`src/rtl/readout_pkg.sv`:
```
package readout_pkg;

  // Strobes the control unit sends to the datapath each cycle.
  typedef struct packed {
    logic load;    // capture the highest unread index and kill it
    logic retire;  // transfer done with nothing to follow: drop valid
    logic clear;   // end of event: wipe kill state and output
  } ctrl_strobes_t;

endpackage

```
`src/rtl/highest_set_encoder.sv`:
```
module highest_set_encoder #(
  parameter int WIDTH   = 64,
  parameter int GROUP_W = 8,
  localparam int ADDR_W = $clog2(WIDTH),
  localparam int LOC_W  = $clog2(GROUP_W),
  localparam int GROUPS = WIDTH / GROUP_W
) (
  input  logic [WIDTH-1:0]  vecIn,
  output logic [ADDR_W-1:0] topIdx,
  output logic              anySet
);

  logic [GROUPS-1:0] grpAny;
  logic [LOC_W-1:0]  grpIdx [GROUPS];

  // First level: each group finds its own highest set bit in parallel.
  for (genvar g = 0; g < GROUPS; g++) begin : gGroup
    logic [GROUP_W-1:0] slice;
    assign slice = vecIn[g*GROUP_W +: GROUP_W];

    always_comb begin
      grpIdx[g] = '0;
      for (int b = 0; b < GROUP_W; b++) begin
        if (slice[b]) grpIdx[g] = LOC_W'(b);
      end
    end

    assign grpAny[g] = |slice;
  end

  // Second level: the highest non-empty group wins.
  always_comb begin
    topIdx = '0;
    for (int g = 0; g < GROUPS; g++) begin
      if (grpAny[g]) topIdx = ADDR_W'(g * GROUP_W) + ADDR_W'(grpIdx[g]);
    end
  end

  assign anySet = |grpAny;

endmodule

```
`src/rtl/readout_control.sv`:
```
module readout_control
  import readout_pkg::*;
(
  input  logic          addrValid,
  input  logic          outReady,
  input  logic          eventEnd,
  input  logic          anyPending,
  output ctrl_strobes_t strobes
);

  logic slotOpen;

  // The output register may take a new value when it is empty or being
  // transferred this cycle.
  assign slotOpen = !addrValid || outReady;

  always_comb begin
    strobes = '0;
    if (eventEnd) begin
      strobes.clear = 1'b1;
    end else if (slotOpen) begin
      if (anyPending) strobes.load   = 1'b1;
      else            strobes.retire = 1'b1;
    end
  end

endmodule

```
`src/rtl/readout_datapath.sv`:
```
module readout_datapath
  import readout_pkg::*;
#(
  parameter int NUM_PATTERNS = 64,
  parameter int GROUP_W      = 8,
  localparam int ADDR_W = $clog2(NUM_PATTERNS)
) (
  input  logic                    clk,
  input  logic                    rstN,
  input  logic [NUM_PATTERNS-1:0] matchFlags,
  input  ctrl_strobes_t           strobes,
  output logic [ADDR_W-1:0]       addrOut,
  output logic                    addrValid,
  output logic [NUM_PATTERNS-1:0] killVec,
  output logic                    anyPending
);

  logic [NUM_PATTERNS-1:0] killQ;
  logic [NUM_PATTERNS-1:0] pendingVec;
  logic [ADDR_W-1:0]       nextIdx;
  logic [ADDR_W-1:0]       addrQ;
  logic                    validQ;

  // Unread matches: set in the bank and not yet reported.
  assign pendingVec = matchFlags & ~killQ;

  highest_set_encoder #(
    .WIDTH  (NUM_PATTERNS),
    .GROUP_W(GROUP_W)
  ) uEnc (
    .vecIn (pendingVec),
    .topIdx(nextIdx),
    .anySet(anyPending)
  );

  always_ff @(posedge clk) begin
    if (!rstN) begin
      killQ  <= '0;
      addrQ  <= '0;
      validQ <= 1'b0;
    end else if (strobes.clear) begin
      killQ  <= '0;
      validQ <= 1'b0;
    end else if (strobes.load) begin
      killQ[nextIdx] <= 1'b1;
      addrQ          <= nextIdx;
      validQ         <= 1'b1;
    end else if (strobes.retire) begin
      validQ <= 1'b0;
    end
  end

  assign addrOut   = addrQ;
  assign addrValid = validQ;
  assign killVec   = killQ;

endmodule

```
`src/rtl/match_readout.sv`:
```
module match_readout
  import readout_pkg::*;
#(
  parameter int NUM_PATTERNS = 64,
  parameter int GROUP_W      = 8,
  localparam int ADDR_W = $clog2(NUM_PATTERNS)
) (
  input  logic                    clk,
  input  logic                    rstN,
  input  logic [NUM_PATTERNS-1:0] matchFlags,
  input  logic                    eventEnd,
  input  logic                    outReady,
  output logic [ADDR_W-1:0]       addrOut,
  output logic                    addrValid,
  output logic [NUM_PATTERNS-1:0] killVec,
  output logic                    drained
);

  ctrl_strobes_t strobes;
  logic          anyPending;

  readout_control uCtrl (
    .addrValid (addrValid),
    .outReady  (outReady),
    .eventEnd  (eventEnd),
    .anyPending(anyPending),
    .strobes   (strobes)
  );

  readout_datapath #(
    .NUM_PATTERNS(NUM_PATTERNS),
    .GROUP_W     (GROUP_W)
  ) uPath (
    .clk       (clk),
    .rstN      (rstN),
    .matchFlags(matchFlags),
    .strobes   (strobes),
    .addrOut   (addrOut),
    .addrValid (addrValid),
    .killVec   (killVec),
    .anyPending(anyPending)
  );

  assign drained = !addrValid && !anyPending;

endmodule

```
`config.mk`:
```
export PLATFORM = sky130hd
export DESIGN_NAME = match_readout
export DESIGN_NICKNAME = d
export VERILOG_FILES = /design/src/rtl/readout_pkg.sv /design/src/rtl/highest_set_encoder.sv /design/src/rtl/readout_control.sv /design/src/rtl/readout_datapath.sv /design/src/rtl/match_readout.sv
export SDC_FILE = /design/constraint.sdc
export NUM_CORES = 1
export LEC_CHECK = 0
export ABC_AREA = 1
export CORE_MARGIN = 10
export CORE_UTILIZATION = 50
export CTS_CLUSTER_SIZE = 16
export DETAILED_ROUTE_END_ITERATION = 6
export PLACE_DENSITY_LB_ADDON = 0.08
export SLEW_MARGIN = 15
export SYNTH_ARGS = -nofsm -noshare
export SYNTH_HDL_FRONTEND = slang
export SYNTH_HIERARCHICAL = 1
export SYNTH_SLANG_ARGS = --single-unit
```
`constraint.sdc`:
```
create_clock -name clk -period 6.3 [get_ports clk]
set_input_delay 1.575 -clock clk [delete_from_list [all_inputs] [get_ports clk]]
set_output_delay 1.575 -clock clk [all_outputs]
set_load 0.005 [all_outputs]
```
==> out/results.ini <==
[run_status]
status = completed

[global_routing]
antenna_found_initial = 0
grt_pass1_vias = 4314
grt_pass1_wl_um = 20800
use_met3 = 0.0503
grt_use_met2 = 0.353
groute.usage.overall = 0.201
grt.met1_usage = 0.230
grt_overflow = 0
grt_max_degree = 44
grt-busiest-layer = met2

[critical_path]
end_kind = output port
reg2reg_from = uPath/killVec[23]$_SDFFE_PP0P_
cp_max_fo = 3
r2r_cells = 17
cp.required_ns = 4.72
r2r-end = uPath/killVec[27]$_SDFFE_PP0P_
worstPathArrival_ns = 3.69
start_kind = primary input
path_class = in -> out
regToRegSetupSlack_ns = 3.45

[logic_synthesis]
synth_edf_count = 0
synth_area_leaders = dfxtp_1 35%, inv_1 16%, nor2_1 12%
synthXorXnorAreaFrac = 0
async_flop_share = 0
synth_area_leader_cell = dfxtp_1
ys.flop_type = dfxtp_1
synth-simple-area-share = 0.309
syn_area_per_cell_um2 = 6.32
yosys_warnings = 6
syn_inst = 651
synthAdderAreaFrac = 0
yosysUniqueCellTypes = 33
synth_compound_area_frac = 0.161
synthMuxAreaShare = 0
syn-num-nets = 719
syn_area_um2 = 4110
synth_top_cell_area_share = 0.345
yosysSeqAreaShare = 0.345
synth_top_family_by_area = simple AND/OR/NAND/NOR gates
synth-seq-cells = 71
yosys-top-cells-count = 171 x inv_1, 128 x nor2_1, 111 x nand2_1
synth.most_common_cell = inv_1

[die]
dieHeight_um = 111
die_w_um = 111
core_region_area_um2 = 8090
die_area_um2 = 12300
io_pins = 140
start_util = 0.508
num_rows = 33

[cts]
clk_latency_ns = 0.34
numCtsBuffers = 9
cts_tree = yes
path_clk_slew_ns = 0.07
htree_levels = 3
ctsHoldBuffers = 0
post_cts_resize_count = 0
clock_sinks = 71
postCtsSetupRepairBufs = 0
cts-root-buf = clkbuf_8
ctsLongestPathBuffers = 2

[finish]
seqCellArea_um2 = 1420
fin_nets = 860
drive_gt1_frac = 0.106
fill_cells = 699
num_antenna_cells = 0
syn_to_final_growth_pct = 39.4
multiInputGateArea_um2 = 1930
fin_cells = 899

[min_path]
worstHoldStart = uPath/killVec[15]$_SDFFE_PP0P_
holdPathStages = 2
hold_path.class = reg -> reg
hold_end = uPath/killVec[15]$_SDFFE_PP0P_

[detailed_routing]
wl_per_cell_um = 14.1
postRouteAntennaNets = 0
dr_total_vias = 4328
firstDrtPassIters = 5
drcViolationCount = 0
routed_wl_um = 12700
drt_iter0_drc = 213
via_per_inst = 4.81

[timing]
drv_slew = 0
fin_worst_skew_ns = 0.00575
relSlewSlack = 0.554
final-hold-violation-count = 0
rsz0062_at_grt = no
fin_crit_ns = 5.26
fmax_ghz = 0.190
worst_pin_slew_ns = 0.669
fin_crit_sh = 0.836
setup_tns_ns = 0
setup_viol = 0

[flow_run]
cap_viol_max_count = 0

[placement]
gp_congestion = 0.916
dp_cells = 886
hpwl_um = 10000
port_buffers = 139

[power]
ir_drop_mv = 0.115
leakage_nw = 2.42
power.density_nw_per_um2 = 165

logic make-up after synthesis:
family / count (synthesis)
flops: 71
simple gates: 296
compound gates: 97
buf+inv: 187
worst max path at each step:
stage / start / endpoint / slack, ns / cells past startpoint
detailed placement: matchFlags[51] / drained / 1.06 / 10
finish: matchFlags[51] / drained / 1.04 / 10
global route: matchFlags[53] / drained / 0.80 / 11
floorplan: matchFlags[51] / drained / 2.11 / 8
CTS: matchFlags[51] / drained / 1.05 / 10
global placement: matchFlags[51] / drained / 1.09 / 10
metal layers:
layer,wire [um],share of wire
met3,896,0.071
met5,0,0
met1,5210,0.41
met4,251,0.020
met2,6300,0.50
critical path, stage by stage:
cell,delay [ns]
clkdlybuf4s50_1,0.40
inv_1,0.06
nor2_1,0.04
or2_4,0.26
nor4_4,0.30
nand2_2,0.12
nor2_2,0.13
nand3_1,0.13
nor2_1,0.14
clkdlybuf4s50_1,0.53
placed cells by master (no fill, tap or decap), types with 2 or more instances in the layout:
master | netlist | final
nand2_1 | 111 | 111
nand2_2 | 3 | 3
nor3_1 | 3 | 3
inv_2 | 3 | 3
o21ai_0 | 11 | 11
inv_1 | 171 | 171
nand3_1 | 24 | 24
a21oi_1 | 34 | 34
nor2_1 | 128 | 128
a21oi_2 | 40 | 40
o31ai_1 | 2 | 2
nor2_2 | 16 | 16
a31oi_1 | 2 | 2
o21bai_1 | 3 | 3
clkbuf_8 | 0 | 11
clkdlybuf4s50_1 | 0 | 139
clkinv_1 | 2 | 2
nor3_4 | 2 | 2
dfxtp_1 | 71 | 71
nand4_1 | 3 | 3
through the flow:
step	hold WS (ns)	setup slack (ns)	total power [mW]	instance area, um2	utilization
after detailed placement	0.462	1.06	0.602	5550	0.686
after CTS	0.475	1.05	0.953	5740	0.709
after global routing	0.487	0.799	0.986	5740	0.709
after floorplan	0.459	2.11	0.541	4110	-
after global placement	0.454	1.09	0.599	5550	0.686
final	0.473	1.04	0.947	5740	0.709
registers in the layout, summed over array words and instances (netlist names):
register         count
uPath/killVec       64
uPath/addrOut        6
uPath/addrValid      1
report_power, final:
group          internal [mW]  switching, mW  total, mW
Sequential             0.453        0.00235      0.455
Clock                  0.198          0.156      0.354
Combinational         0.0661         0.0716      0.138
Total                  0.717          0.230      0.947
cell type report:
type | instances | area share
Multi-Input combinational cell | 393 | 0.337
Timing Repair Buffer | 140 | 0.244
Tap cell | 105 | 0.0229
Clock buffer | 12 | 0.0271
Sequential cell | 71 | 0.248
Inverter | 177 | 0.116
Clock inverter | 1 | 0.00524
Note: power is estimated with default switching activity, not from simulation.
